**src/rtl/sertx_pkg.sv**
```systemverilog
package sertx_pkg;

  typedef enum logic [2:0] {
    ST_IDLE,
    ST_START,
    ST_DATA,
    ST_PAR,
    ST_STOP,
    ST_GUARD
  } tx_state_e;

  typedef struct packed {
    logic [1:0] wsel;      // word length code, 5 + wsel bits
    logic       long_stop; // 1.5 or 2 stop bits
    logic       par_en;
    logic       par_eps;   // even sense / stick value select
    logic       par_stick;
  } frame_fmt_t;

  function automatic frame_fmt_t unpack_ctrl(input logic [5:0] c);
    frame_fmt_t f;
    f.wsel      = c[1:0];
    f.long_stop = c[2];
    f.par_en    = c[3];
    f.par_eps   = c[4];
    f.par_stick = c[5];
    return f;
  endfunction

endpackage

```
**src/rtl/sertx_bitclk.sv**
```systemverilog
module sertx_bitclk #(
  parameter int CNT_W = 6
) (
  input  logic             clk,
  input  logic             rst_n,
  input  logic             tick,
  input  logic             clr,
  input  logic [CNT_W-1:0] len,
  output logic             done
);

  logic [CNT_W-1:0] cnt;

  assign done = tick && !clr && (cnt == len - CNT_W'(1));

  always_ff @(posedge clk) begin
    if (!rst_n) begin
      cnt <= '0;
    end else if (clr || done) begin
      cnt <= '0;
    end else if (tick) begin
      cnt <= cnt + CNT_W'(1);
    end
  end

  // the period counter moves only on a tick
  p_count_needs_tick_r12: assert property (@(posedge clk) disable iff (!rst_n)
    (!tick && !clr) |=> $stable(cnt));

  // the count never passes the active segment length
  p_count_in_range_r7: assert property (@(posedge clk) disable iff (!rst_n)
    cnt < len);

endmodule

```
**src/rtl/sertx_parity.sv**
```systemverilog
module sertx_parity #(
  parameter int DATA_W = 8,
  parameter int MIN_W  = 5
) (
  input  logic [DATA_W-1:0] data,
  input  logic [1:0]        wsel,
  input  logic              eps,
  input  logic              stick,
  output logic              par_bit
);

  logic [DATA_W-1:0] keep;
  logic              ones_odd;

  for (genvar g = 0; g < DATA_W; g++) begin : g_mask
    assign keep[g] = (g < MIN_W) || (32'(g) < 32'(MIN_W) + 32'(wsel));
  end

  assign ones_odd = ^(data & keep);

  always_comb begin
    if (stick)    par_bit = ~eps;
    else if (eps) par_bit = ones_odd;
    else          par_bit = ~ones_odd;
  end

endmodule

```
**src/rtl/sertx_seq.sv**
```systemverilog
module sertx_seq
  import sertx_pkg::*;
#(
  parameter int OS     = 16,
  parameter int DATA_W = 8,
  parameter int MIN_W  = 5,
  parameter int CNT_W  = 6
) (
  input  logic              clk,
  input  logic              rst_n,
  input  logic              brk,
  input  logic              tick,
  input  logic              accept,
  input  logic [DATA_W-1:0] din,
  input  frame_fmt_t        fmt_in,
  input  logic              seg_done,
  input  logic              par_bit,
  output tx_state_e         state,
  output logic [CNT_W-1:0]  seg_len,
  output logic              seg_clr,
  output logic [DATA_W-1:0] cap_data,
  output frame_fmt_t        cap_fmt,
  output logic              line_lvl
);

  localparam int IDX_W = $clog2(DATA_W);

  logic [IDX_W-1:0] idx;
  logic [IDX_W-1:0] last_idx;
  logic [CNT_W-1:0] stop_len;

  assign last_idx = IDX_W'(MIN_W - 1) + IDX_W'(cap_fmt.wsel);
  assign seg_clr  = brk | accept;

  always_comb begin
    if (!cap_fmt.long_stop)     stop_len = CNT_W'(OS);
    else if (cap_fmt.wsel == 0) stop_len = CNT_W'(OS + OS / 2);
    else                        stop_len = CNT_W'(2 * OS);
  end

  always_comb begin
    case (state)
      ST_STOP: seg_len = stop_len;
      default: seg_len = CNT_W'(OS);
    endcase
  end

  always_comb begin
    case (state)
      ST_START: line_lvl = 1'b0;
      ST_DATA:  line_lvl = cap_data[idx];
      ST_PAR:   line_lvl = par_bit;
      default:  line_lvl = 1'b1;
    endcase
  end

  always_ff @(posedge clk) begin
    if (!rst_n) begin
      state    <= ST_IDLE;
      idx      <= '0;
      cap_data <= '0;
      cap_fmt  <= '0;
    end else if (brk) begin
      state <= ST_GUARD;
      idx   <= '0;
    end else begin
      case (state)
        ST_IDLE: begin
          if (accept) begin
            state    <= ST_START;
            cap_data <= din;
            cap_fmt  <= fmt_in;
            idx      <= '0;
          end
        end
        ST_START: if (seg_done) state <= ST_DATA;
        ST_DATA: begin
          if (seg_done) begin
            if (idx == last_idx) begin
              state <= cap_fmt.par_en ? ST_PAR : ST_STOP;
              idx   <= '0;
            end else begin
              idx <= idx + IDX_W'(1);
            end
          end
        end
        ST_PAR:   if (seg_done) state <= ST_STOP;
        ST_STOP:  if (seg_done) state <= ST_IDLE;
        ST_GUARD: if (seg_done) state <= ST_IDLE;
        default:  state <= ST_IDLE;
      endcase
    end
  end

  // a handshake starts the frame with the start bit
  p_start_follows_accept_r2: assert property (@(posedge clk) disable iff (!rst_n)
    accept |=> state == ST_START);

  // break abandons whatever was in progress
  p_break_abandons_r8: assert property (@(posedge clk) disable iff (!rst_n)
    brk |=> state == ST_GUARD);

  // the recovery period only ever leads back to idle
  p_guard_exit_r9: assert property (@(posedge clk) disable iff (!rst_n)
    state == ST_GUARD |=> (state == ST_GUARD || state == ST_IDLE));

  // no tick, no progress through the frame
  p_hold_without_tick_r12: assert property (@(posedge clk) disable iff (!rst_n)
    (!tick && !brk && state != ST_IDLE) |=> state == $past(state));

endmodule

```
**src/rtl/serial_tx_framer.sv**
```systemverilog
module serial_tx_framer
  import sertx_pkg::*;
#(
  parameter int OS     = 16,
  parameter int DATA_W = 8,
  parameter int MIN_W  = 5
) (
  input  logic              clk,
  input  logic              rst_n,
  input  logic              baud_tick,
  input  logic [7:0]        line_ctrl,
  input  logic              in_valid,
  input  logic [DATA_W-1:0] in_data,
  output logic              in_ready,
  output logic              txd
);

  localparam int CNT_W = $clog2(2 * OS + 1);

  tx_state_e         state;
  frame_fmt_t        fmt_in;
  frame_fmt_t        cap_fmt;
  logic [DATA_W-1:0] cap_data;
  logic [CNT_W-1:0]  seg_len;
  logic              seg_clr;
  logic              seg_done;
  logic              par_bit;
  logic              line_lvl;
  logic              brk;
  logic              accept;
  logic              unused_ctrl;

  assign brk         = line_ctrl[6];
  assign unused_ctrl = line_ctrl[7];
  assign fmt_in      = unpack_ctrl(line_ctrl[5:0]);
  assign in_ready    = (state == ST_IDLE) && !brk;
  assign accept      = in_valid && in_ready;
  assign txd         = brk ? 1'b0 : line_lvl;

  sertx_seq #(
    .OS(OS), .DATA_W(DATA_W), .MIN_W(MIN_W), .CNT_W(CNT_W)
  ) u_seq (
    .clk(clk), .rst_n(rst_n), .brk(brk), .tick(baud_tick), .accept(accept),
    .din(in_data), .fmt_in(fmt_in), .seg_done(seg_done), .par_bit(par_bit),
    .state(state), .seg_len(seg_len), .seg_clr(seg_clr),
    .cap_data(cap_data), .cap_fmt(cap_fmt), .line_lvl(line_lvl)
  );

  sertx_bitclk #(.CNT_W(CNT_W)) u_bitclk (
    .clk(clk), .rst_n(rst_n), .tick(baud_tick), .clr(seg_clr),
    .len(seg_len), .done(seg_done)
  );

  sertx_parity #(.DATA_W(DATA_W), .MIN_W(MIN_W)) u_parity (
    .data(cap_data), .wsel(cap_fmt.wsel), .eps(cap_fmt.par_eps),
    .stick(cap_fmt.par_stick), .par_bit(par_bit)
  );

  // a handshake takes the transmitter out of idle
  p_busy_after_accept_r11: assert property (@(posedge clk) disable iff (!rst_n)
    accept |=> !in_ready);

  // the line is at mark throughout the stop period
  p_stop_is_mark_r7: assert property (@(posedge clk) disable iff (!rst_n)
    (state == ST_STOP && !brk) |-> txd);

  // mark on the line whenever idle without break
  p_idle_mark_r1: assert property (@(posedge clk) disable iff (!rst_n)
    (state == ST_IDLE && !brk) |-> (txd && in_ready));

endmodule

```
**config.mk**
```make
export PLATFORM = sky130hd
export DESIGN_NAME = serial_tx_framer
export DESIGN_NICKNAME = d
export VERILOG_FILES = /design/src/rtl/sertx_pkg.sv /design/src/rtl/sertx_bitclk.sv /design/src/rtl/sertx_parity.sv /design/src/rtl/sertx_seq.sv /design/src/rtl/serial_tx_framer.sv
export SDC_FILE = /design/constraint.sdc
export NUM_CORES = 1
export LEC_CHECK = 0
export BUFFER_PORTS_ARGS = -buffer_cell sky130_fd_sc_hd__buf_2
export CORE_UTILIZATION = 45
export CTS_CLUSTER_DIAMETER = 100
export DETAILED_ROUTE_END_ITERATION = 6
export PLACE_DENSITY = 0.65
export SYNTH_ARGS = -nofsm -noshare
export SYNTH_HDL_FRONTEND = slang
export SYNTH_SLANG_ARGS = --single-unit
```
**constraint.sdc**
```tcl
create_clock -name clk -period 4.3 [get_ports clk]
set_input_delay 0.645 -clock clk [delete_from_list [all_inputs] [get_ports clk]]
set_output_delay 0.645 -clock clk [all_outputs]
set_load 0.05 [all_outputs]
```
# ---- After elaboration in Yosys (flattened, before gate mapping)
# Index checks and enable logic that the tools add are counted.
dict set report totals {
  reg_bits 26
  in_bits 20
  out_inout_bits 2
  word_cells 84
}
dict set report classes {
  n_addsub 5
  order_cmp 4
  n_eq_ne 19
  n_mux 22
  n_bitwise 6
  n_reduce_logical 18
}
# operator n
set ops {}
lappend ops {{$lt 3x32->1 const A} 2}
lappend ops {{$mux 3} 11}
lappend ops {{$mux 6} 3}
lappend ops {{$ne 3x2->1 const B} 5}
lappend ops {{$pmux 3 s5} 1}
lappend ops {{$ne 2x1->1 const B} 6}
lappend ops {{$reduce_and 6->1} 2}
lappend ops {{$and 8x8->8} 1}
lappend ops {{$reduce_xor 8->1} 1}
lappend ops {{$add 6x1->6 const B} 1}
lappend ops {{$eq 3x2->1 const B} 2}
lappend ops {{$eq 3x3->1 const B} 2}
lappend ops {{$eq 6x6->1} 1}
lappend ops {{$pmux 3 s2} 1}
lappend ops {{$reduce_and 3->1} 2}
lappend ops {{$reduce_or 2->1} 3}
lappend ops {{$sub 6x1->6 const B} 1}
lappend ops {{$add 3x2->4 const A} 1}
lappend ops {{$logic_and 1x1->1} 4}
lappend ops {{$lt 3x4->1 const A} 1}
lappend ops {{$lt 3x4->1 const B} 1}
lappend ops {{$mux 1} 4}
lappend ops {{$not 1->1} 4}
lappend ops {{$add 3x1->3 const B} 1}
lappend ops {{12 further kinds} 13}

# ---- Longest topological paths before layout
# Gate-level depths: netlist of the first run.
dict set report logic_depth {
  depth_word 10
  depth_mapped 9
  depth_no_buf 8
}

# ---- Modules after synthesis
# From an unflattened synthesis of the first run, not the netlist that was laid out.
dict set report unflattened {
  cells_unflattened 211
  area_unflattened_um2 1796.7
}
# module n_inst cells_per_inst area_per_inst_um2 seq_area_each_um2
set by_module_without_submodules {}
lappend by_module_without_submodules {sertx_seq 1 141 1178.6 400.4}
lappend by_module_without_submodules {sertx_bitclk 1 51 441.7 120.1}
lappend by_module_without_submodules {sertx_parity 1 16 151.4 0.0}
lappend by_module_without_submodules {serial_tx_framer 1 3 25.0 0.0}

# ---- Worst setup path after synthesis of the first run
# No wires, ideal clock.
dict set report synth_path {
  kind {register -> output}
  start {register u_seq.cap_fmt[4] (netlist name)}
  end {output txd}
  t_arrival_ps 2458
  required_ps 3655
  path_slack_ps 1197
  path_stages_with_launch 7
  path_buffers 1
  path_cell_list {dfxtp_1 buf_2 o21ai_0 xnor2_1 xnor3_1 a41o_1 nor3_1}
}
dict set report synth_via {
  elab_chain_cells 9
  elab_cells_between_ends 11
  cone_classes {add/sub (1); order compare (3); mux (4); bitwise (2); reduce/logical (1)}
}
# element line
set synth_lines {}
lappend synth_lines {{$add 3x2->4 *} sertx_parity.sv:16} ;# assign keep[g] = (g < MIN_W) || (32'(g) < 32'(MIN_W) + 32'(wsel));
lappend synth_lines {{$lt 3x32->1 / $lt 3x4->1 (equally long branches)} sertx_parity.sv:16}
lappend synth_lines {{$and 8x8->8 *} sertx_parity.sv:19} ;# assign ones_odd = ^(data & keep);
lappend synth_lines {{$reduce_xor 8->1 *} sertx_parity.sv:19}
lappend synth_lines {{$not 1->1} sertx_parity.sv:24} ;# else par_bit = ~ones_odd;
lappend synth_lines {{$mux 1 *} sertx_parity.sv:23} ;# else if (eps) par_bit = ones_odd;
lappend synth_lines {{$mux 1 *} sertx_parity.sv:22} ;# if (stick) par_bit = ~eps;
lappend synth_lines {{$pmux 1 s3 *} sertx_seq.sv:49} ;# case (state)
lappend synth_lines {{$mux 1 *} serial_tx_framer.sv:38} ;# assign txd = brk ? 1'b0 : line_lvl;
lappend synth_lines {{end, declared} serial_tx_framer.sv:15} ;# output logic txd
# Mark *: on every way between the ends. The rest lies on a longest branch, timed or not.

# ---- Worst setup path after layout of the first run
dict set report layout_path {
  start {register u_seq.cap_fmt[4] (netlist name)}
  end {output txd}
}
dict set report layout_via {
  elab_chain_cells 9
  elab_cells_between_ends 11
  cone_classes {add/sub (1); order compare (3); mux (4); bitwise (2); reduce/logical (1)}
}
# element line
set layout_lines {}
lappend layout_lines {{$add 3x2->4 *} sertx_parity.sv:16}
lappend layout_lines {{$lt 3x32->1 / $lt 3x4->1 (equally long branches)} sertx_parity.sv:16}
lappend layout_lines {{$and 8x8->8 *} sertx_parity.sv:19}
lappend layout_lines {{$reduce_xor 8->1 *} sertx_parity.sv:19}
lappend layout_lines {{$not 1->1} sertx_parity.sv:24}
lappend layout_lines {{$mux 1 *} sertx_parity.sv:23}
lappend layout_lines {{$mux 1 *} sertx_parity.sv:22}
lappend layout_lines {{$pmux 1 s3 *} sertx_seq.sv:49}
lappend layout_lines {{$mux 1 *} serial_tx_framer.sv:38}
# Marks and branches as above.

==> results_tabular.tex, run 1 <==
\begin{tabular}{lr}
\hline
Metric & Value \\
\hline
\multicolumn{2}{l}{\textbf{Clock network}} \\
Count of hold-fix buffers inserted at cts & 0 \\
Number of clock buffers inserted by TritonCTS & 3 \\
TritonCTS clock tree & built \\
CTS clk-pin slew, worst paths & 0.15 ns \\
Number of resized instances in the post-cts repair step & 0 \\
Deepest clock path buffer count & 2 \\
Clock tree root driver cell & sky130\_fd\_sc\_hd\_\_clkbuf\_4 \\
Deepest level of the CTS H-tree & 1 \\
Post-CTS Setup Repair Bufs & 0 \\
Clock latency of the later-clocked register in the worst-skew pair & 0.33 ns \\
Sinks on the clock net & 26 \\
\multicolumn{2}{l}{\textbf{Synth}} \\
Mean instance size in the synthesized netlist & 8.93 um2 \\
Compound-cell area share of the yosys netlist & 17.9\% \\
Register bit total from synthesis & 26 \\
Synthesized cell area & 0.00151 mm2 \\
Leading register cell type out of synthesis & sky130\_fd\_sc\_hd\_\_dfxtp\_1 \\
Sequential-to-total area share from yosys stat & 34.5\% \\
Leading post-synthesis cells by cell area & sky130\_fd\_sc\_hd\_\_dfxtp\_1 34\%, sky130\_fd\_sc\_hd\_\_nand2\_1 8.2\%, sky130\_fd\_sc\_hd\_\_a21boi\_0 7.5\%, sky130\_fd\_sc\_hd\_\_xnor2\_1 4.1\%, sky130\_fd\_sc\_hd\_\_xor2\_1 3.5\% \\
Post-synthesis adder-cell area fraction & 2.49\% \\
Post-synth top area share & 34.5\% \\
Synthesized-area fraction occupied by and/or/nand/nor cells & 27.4\% \\
Instance count of the mapped netlist & 169 \\
Library cell occupying the most area in the post-synthesis netlist & sky130\_fd\_sc\_hd\_\_dfxtp\_1 \\
Yosys warns & 0 \\
Nets in the synthesized netlist & 192 \\
Count of distinct cell types in the synthesized netlist & 41 \\
Share of cell area taken by muxes after synthesis & 4.98\% \\
Number of enable-type register cells in the synthesized netlist & 0 \\
Dominant combinational cell family by area after synthesis & simple AND/OR/NAND/NOR gates \\
Share of the synthesized netlist area taken by xor and xnor gates & 9.04\% \\
Async set-or-reset flop fraction in the synthesized netlist & 0\% \\
\multicolumn{2}{l}{\textbf{Timing}} \\
Slew margin rel. & 46.7\% \\
Skew final & 0.00654 ns \\
Final setup violation count & 0 \\
Unrepaired setup endpoints after global routing & no \\
Setup\_tns & 0 ns \\
Highest clock frequency the design can meet & 338 MHz \\
Ratio of final minimum period to clock period & 68.8\% \\
Endpoints failing hold & 0 \\
Period minus WS final & 2.96 ns \\
Worst hold slack & 0.494 ns \\
Final worst-path setup slack & 1.34 ns \\
Slew at the pin closest to its max-slew limit & 0.797 ns \\
Number of slew-limit violations in the final report & 0 \\
\multicolumn{2}{l}{\textbf{Layout}} \\
Layout filler cell count & 312 \\
Post-route cell area & 0.00167 mm2 \\
Layout overhead on the synthesized area & 10.8\% \\
Final standard cell count with taps included and fillers excluded & 228 \\
Fraction of layout cells with a size suffix above 1 & 17.9\% \\
Final layout net count & 208 \\
Utilization of the core after routing & 53.4\% \\
Number of antenna cells inserted & 0 \\
\multicolumn{2}{l}{\textbf{Setup path}} \\
Element type at the critical path start & flip-flop \\
Worst r2r src & u\_seq.state[0] \\
Delay of the slowest cell on the worst path & 0.56 ns \\
Startpoint of the worst setup timing path & u\_seq.cap\_fmt[4] \\
Slowest cell on the critical path & sky130\_fd\_sc\_hd\_\_dfxtp\_1 \\
Length in cells of the worst reg-to-reg path & 8 \\
Peak fanout along the critical path & 9 \\
Critical Setup Path Class & flip-flop to primary output \\
Slack of the worst reg-to-reg path & 1.66 ns \\
Endpoint of the worst-slack reg-to-reg timing path & u\_seq.state[1] \\
Data required time at the worst endpoint & 3.65 ns \\
Capture point of the critical path & txd \\
Cell-by-cell listing of the critical path & o21ai\_0, xnor2\_1, xnor3\_1, a41o\_1, nor3\_1, buf\_2 \\
Kind of end point of the critical path & primary output \\
Worst endpoint data arrival time & 2.31 ns \\
\multicolumn{2}{l}{\textbf{Detailed routing}} \\
DRT Pass-1 Iters & 4 \\
Routed WL per cell & 12.6 um \\
DRC viols & 0 \\
Detailed-route wire length & 2880 um \\
Via count & 1211 \\
Post-route ant nets & 0 \\
Via density per instance & 5.31 \\
First-iteration detailed-routing DRC count & 31 \\
\multicolumn{2}{l}{\textbf{Floorplan}} \\
Number of core rows & 20 \\
Initial core utilization & 48.2\% \\
Die height & 59.9 um \\
I/O pin count & 22 \\
Floorplan die area & 0.00359 mm2 \\
Core Area & 0.00313 mm2 \\
Overall die width & 59.9 um \\
\multicolumn{2}{l}{\textbf{Global route}} \\
Initial antenna violation count & 0 \\
Via count of the first global-routing pass & 1085 \\
Wire length of the first global-routing pass & 4720 um \\
Total global routing track utilization & 17.6\% \\
Residual overflow from global routing & 0 \\
Largest net degree at the start of global routing & 23 \\
\multicolumn{2}{l}{\textbf{Placement}} \\
Pre-CTS setup slack & 1.68 ns \\
Placed cells & 224 \\
Final GP Congestion & 0.824 \\
Number of I/O port buffers & 20 \\
Detailed-placement wirelength estimate & 2110 um \\
Cell Area, Placed & 0.00162 mm2 \\
\multicolumn{2}{l}{\textbf{Power and ir drop}} \\
Overall power of the completed layout & 484 uW \\
P\_leak & 0.595 nW \\
Pwr per Cell Area & 290 mW/mm2 \\
Highest ir drop seen on vdd & 0.133 mV \\
\multicolumn{2}{l}{\textbf{Status}} \\
Status & complete, no violations \\
\multicolumn{2}{l}{\textbf{Min path}} \\
Class of the most critical hold timing path & flip-flop to flip-flop \\
Min-delay src & u\_seq.cap\_fmt[0] \\
\multicolumn{2}{l}{\textbf{Flow run}} \\
\# Max-Cap Violations & 0 \\
\hline
\end{tabular}
cells in the mapped netlist, types with 3 or more instances:
| cell | count |
|---|---|
| sky130_fd_sc_hd__nand3_1 | 5 |
| sky130_fd_sc_hd__inv_1 | 3 |
| sky130_fd_sc_hd__nor2b_1 | 3 |
| sky130_fd_sc_hd__a21boi_0 | 15 |
| sky130_fd_sc_hd__xnor2_1 | 7 |
| sky130_fd_sc_hd__dfxtp_1 | 26 |
| sky130_fd_sc_hd__ha_1 | 3 |
| sky130_fd_sc_hd__mux2i_1 | 3 |
| sky130_fd_sc_hd__a21oi_1 | 6 |
| sky130_fd_sc_hd__nor2_1 | 11 |
| sky130_fd_sc_hd__o21ai_0 | 4 |
| sky130_fd_sc_hd__nand2_1 | 33 |
| sky130_fd_sc_hd__xor2_1 | 6 |
| sky130_fd_sc_hd__buf_2 | 6 |
| sky130_fd_sc_hd__nand2b_1 | 3 |
worst min path at each step:
stage,cells after the start,to,slack (ns)
finish,2,u_seq.cap_fmt[0],0.49
global route,2,u_seq.cap_data[5],0.52
CTS,2,u_seq.cap_fmt[0],0.50
detailed placement,2,u_seq.cap_fmt[0],0.47
global placement,2,u_seq.cap_fmt[0],0.45
floorplan,2,u_seq.cap_fmt[0],0.44
cell usage in the layout, fill, tap and decap left out, drive strengths merged, types with 2 or more instances in the layout:
master / Yosys / final
nand2: 33 / 33
dfxtp: 26 / 26
buf: 7 / 20
a21boi: 15 / 15
nor2: 11 / 11
xnor2: 7 / 7
a21oi: 6 / 6
xor2: 6 / 6
nand3: 5 / 5
o21ai: 4 / 4
nand2b: 3 / 3
mux2i: 3 / 3
inv: 3 / 3
nor2b: 3 / 3
ha: 3 / 3
clkbuf: 2 / 3
nor4: 3 / 3
o31a: 3 / 3
nor3: 2 / 2
mux4: 2 / 2
nand3b: 2 / 2
and3b: 2 / 2
a211o: 2 / 2
nand4: 2 / 2
o211ai: 2 / 2
logic make-up after synthesis:
family	count (synthesis)
flip-flops	26
adder cells (fa/ha/maj)	3
buffers and inverters	12
AO/OA/AOI/OAI	36
AND/OR/NAND/NOR	73
multiplexers	5
XOR/XNOR	14
critical path, delay by kind of cell, from the launching register on:
| family | cells | cell delay [ns] |
|---|---|---|
| AO/OA/AOI/OAI | 2 | 0.42 |
| XOR/XNOR | 2 | 0.61 |
| buffers and inverters | 1 | 0.28 |
| flip-flops | 1 | 0.56 |
| AND/OR/NAND/NOR | 1 | 0.11 |
sequential cells by signal, indices dropped and copies added (netlist names):
register        cells
u_seq.state         3
u_seq.cap_data      8
u_seq.idx           3
u_seq.cap_fmt       6
u_bitclk.cnt        6
area by class of cell:
type / instances / area [um2] / area share (%)
timing repair buffer: 20 / 100 / 5.99
clock inverter: 1 / 30.0 / 1.80
sequential: 26 / 520 / 31.1
clock buffer: 3 / 22.5 / 1.35
multi-input combinational: 131 / 932 / 55.8
inverter: 3 / 11.3 / 0.674
tap: 44 / 55.1 / 3.29
layer usage:
layer  GRT usage [%]  vias to the layer above  routed length, um
met5               0                        -                  0
met4            6.98                        0                 47
met3            2.60                        5                 71
met2            28.9                       19               1270
met1            23.1                      568               1490
li1                -                      619                  -
report_power, final:
group | leakage, nW | internal, mW | switching [mW]
sequential | 0.211 | 0.248 | 0.0102
combinational | 0.356 | 0.0255 | 0.0287
clock | 0.0279 | 0.0944 | 0.0775
Power figures use the tool's default switching activity.
==> inputs of run 2 (changes only) <==
clock period = 3 ns   (was 4.3 ns; I/O delays follow)
==> results_tabular.tex, run 2 (synthesized netlist as in run 1, its figures left out) <==
\begin{tabular}{lr}
\hline
Metric & Value \\
\hline
\multicolumn{2}{l}{\textbf{Placement}} \\
Detailed-placement wirelength estimate & 2130 um (+0.71\%) \\
Number of I/O port buffers & 20 (unchanged) \\
Pre-CTS setup slack & 0.375 ns (-1.30 ns) \\
Final GP Congestion & 0.814 (-1.2\%) \\
\multicolumn{2}{l}{\textbf{Floorplan}} \\
Floorplan die area & 0.00359 mm2 (unchanged) \\
Initial core utilization & 48.2\% (unchanged) \\
Overall die width & 59.9 um (unchanged) \\
Die height & 59.9 um (unchanged) \\
Number of core rows & 20 (unchanged) \\
I/O pin count & 22 (unchanged) \\
Core Area & 0.00313 mm2 (unchanged) \\
\multicolumn{2}{l}{\textbf{Flow run}} \\
\# Max-Cap Violations & 0 (unchanged) \\
\multicolumn{2}{l}{\textbf{Global route}} \\
Total global routing track utilization & 18.6\% (+0.98 points) \\
Largest net degree at the start of global routing & 23 (unchanged) \\
Wire length of the first global-routing pass & 4950 um (+5.0\%) \\
Initial antenna violation count & 0 (unchanged) \\
Via count of the first global-routing pass & 1098 (+1.2\%) \\
Residual overflow from global routing & 0 (unchanged) \\
\multicolumn{2}{l}{\textbf{Timing}} \\
Setup\_tns & 0 ns (unchanged) \\
Slew at the pin closest to its max-slew limit & 0.746 ns (-0.0504 ns) \\
Ratio of final minimum period to clock period & 93.2\% \\
Slew margin rel. & 50.2\% (+3.5 points) \\
Period minus WS final & 2.80 ns \\
Endpoints failing hold & 0 (unchanged) \\
Final setup violation count & 0 (unchanged) \\
Unrepaired setup endpoints after global routing & no \\
Skew final & 0.00499 ns (-0.00155 ns) \\
Number of slew-limit violations in the final report & 0 (unchanged) \\
Final worst-path setup slack & 0.203 ns (-1.14 ns) \\
Highest clock frequency the design can meet & 357 MHz \\
\multicolumn{2}{l}{\textbf{Layout}} \\
Leading cell types in the layout, fill and taps excluded & 33 x sky130\_fd\_sc\_hd\_\_nand2\_1, 26 x sky130\_fd\_sc\_hd\_\_dfxtp\_1, 20 x sky130\_fd\_sc\_hd\_\_buf\_2 \\
Regs by FF count & u\_seq.cap\_data x8, u\_bitclk.cnt x6, u\_seq.cap\_fmt x6 \\
Total area of multi-input combinational cells & 932 um2 (unchanged) \\
Largest reg by FF count & u\_seq.cap\_data \\
Number of antenna cells inserted & 0 (unchanged) \\
Seq. cell area & 520 um2 (unchanged) \\
Layout filler cell count & 302 (-3.2\%) \\
Final layout net count & 209 (+0.48\%) \\
Flip-flop count of the largest register after layout & 8 (unchanged) \\
Leading cell type in the layout, fill and taps excluded & sky130\_fd\_sc\_hd\_\_nand2\_1 \\
Layout overhead on the synthesized area & 10.2\% \\
Fraction of layout cells with a size suffix above 1 & 18.4\% (+0.44 points) \\
\multicolumn{2}{l}{\textbf{Detailed routing}} \\
Post-route ant nets & 0 (unchanged) \\
DRT Pass-1 Iters & 4 (unchanged) \\
Routed WL per cell & 12.7 um (+0.71\%) \\
Via count & 1221 (+0.83\%) \\
Via density per instance & 5.33 (+0.39\%) \\
Detailed-route wire length & 2910 um (+1.1\%) \\
First-iteration detailed-routing DRC count & 61 (+97\%) \\
DRC viols & 0 (unchanged) \\
\multicolumn{2}{l}{\textbf{Setup path}} \\
Worst endpoint data arrival time & 2.35 ns (+0.04 ns) \\
Data required time at the worst endpoint & 2.55 ns (-1.10 ns) \\
Critical Setup Path Class & flip-flop to primary output \\
Delay of the slowest cell on the worst path & 0.56 ns (about the same) \\
Slowest cell on the critical path & sky130\_fd\_sc\_hd\_\_dfxtp\_1 \\
Element type at the critical path start & flip-flop \\
Peak fanout along the critical path & 9 (unchanged) \\
Length in cells of the worst reg-to-reg path & 8 (unchanged) \\
Cell-by-cell listing of the critical path & o21ai\_0, xnor2\_1, xnor3\_1, a41o\_1, nor3\_1, buf\_2 \\
Kind of end point of the critical path & primary output \\
\multicolumn{2}{l}{\textbf{Clock network}} \\
Number of resized instances in the post-cts repair step & 0 (unchanged) \\
Number of clock buffers inserted by TritonCTS & 3 (unchanged) \\
Clock tree root driver cell & sky130\_fd\_sc\_hd\_\_clkbuf\_4 \\
Count of hold-fix buffers inserted at cts & 0 (unchanged) \\
Post-CTS Setup Repair Bufs & 0 (unchanged) \\
CTS clk-pin slew, worst paths & 0.14 ns (about the same) \\
Deepest clock path buffer count & 2 (unchanged) \\
Clock latency of the later-clocked register in the worst-skew pair & 0.33 ns (about the same) \\
Sinks on the clock net & 26 (unchanged) \\
Deepest level of the CTS H-tree & 1 (unchanged) \\
TritonCTS clock tree & built \\
\multicolumn{2}{l}{\textbf{Power and ir drop}} \\
P\_leak & 0.592 nW (-0.45\%) \\
Highest ir drop seen on vdd & 0.197 mV (+48\%) \\
Pwr per Cell Area & 379 mW/mm2 (+31\%) \\
\multicolumn{2}{l}{\textbf{Status}} \\
Status & complete, no violations \\
\multicolumn{2}{l}{\textbf{Min path}} \\
Hold Crit Depth & 3 (+1) \\
Class of the most critical hold timing path & input port to flip-flop \\
\hline
\end{tabular}
run 2: cell types whose count changed in the layout (fill, tap and decap cells not counted), sizes merged:
cell    change
bufinv      -1
buf         +1
clkbuf      +1
run 2: layout make-up:
cell class                 count  area share (%)
clock buffer                   4            2.18
inverter                       3           0.677
multi-input combinational    131            56.1
sequential                    26            31.3
tap                           44            3.31
timing repair buffer          21            6.47
run 2: routing by layer:
metal | track usage (%) | up-vias | wire length [um]
li1 | - | 624 | -
met5 | 0 | - | 0
met4 | 2.99 | 0 | 10
met1 | 24.7 | 569 | 1430
met2 | 30.5 | 26 | 1340
met3 | 5.19 | 2 | 136
run 2: power by group:
part	switching, mW	internal (mW)
Combinational	0.0418	0.0374
Sequential	0.0149	0.355
Clock	0.107	0.0743
Total	0.164	0.467
run 2: worst paths after layout:
check / slack, ns / startpoint / end
max: 0.20 / u_seq.cap_fmt[4] / txd
min: 0.35 / line_ctrl[4] / u_seq.cap_fmt[1]
max reg2reg: 0.37 / u_seq.state[0] / u_seq.state[1]
min reg2reg: 0.48 / u_seq.cap_fmt[0] / u_seq.cap_fmt[0]
run 2: per-stage QoR:
step / instances / hold slack, ns / cell area (um2) / power [mW] / util (%)
6_report: 229 / 0.348 / 1660 / 0.630 / 53.2
5_1_grt: 229 / 0.340 / 1660 / 0.660 / 53.2
3_3_place_gp: 225 / 0.455 / 1630 / 0.454 / 52.0
3_5_place_dp: 225 / 0.468 / 1630 / 0.457 / 52.0
4_1_cts: 229 / 0.338 / 1660 / 0.637 / 53.2
2_1_floorplan: 169 / 0.443 / 1510 / 0.432 / -
run 2: critical path, delay by kind of cell (launching register included):
family	cells	cell delay (ns)
buf+inv	1	0.28
xor+xnor	2	0.63
simple gates	1	0.12
flops	1	0.56
compound gates	2	0.43
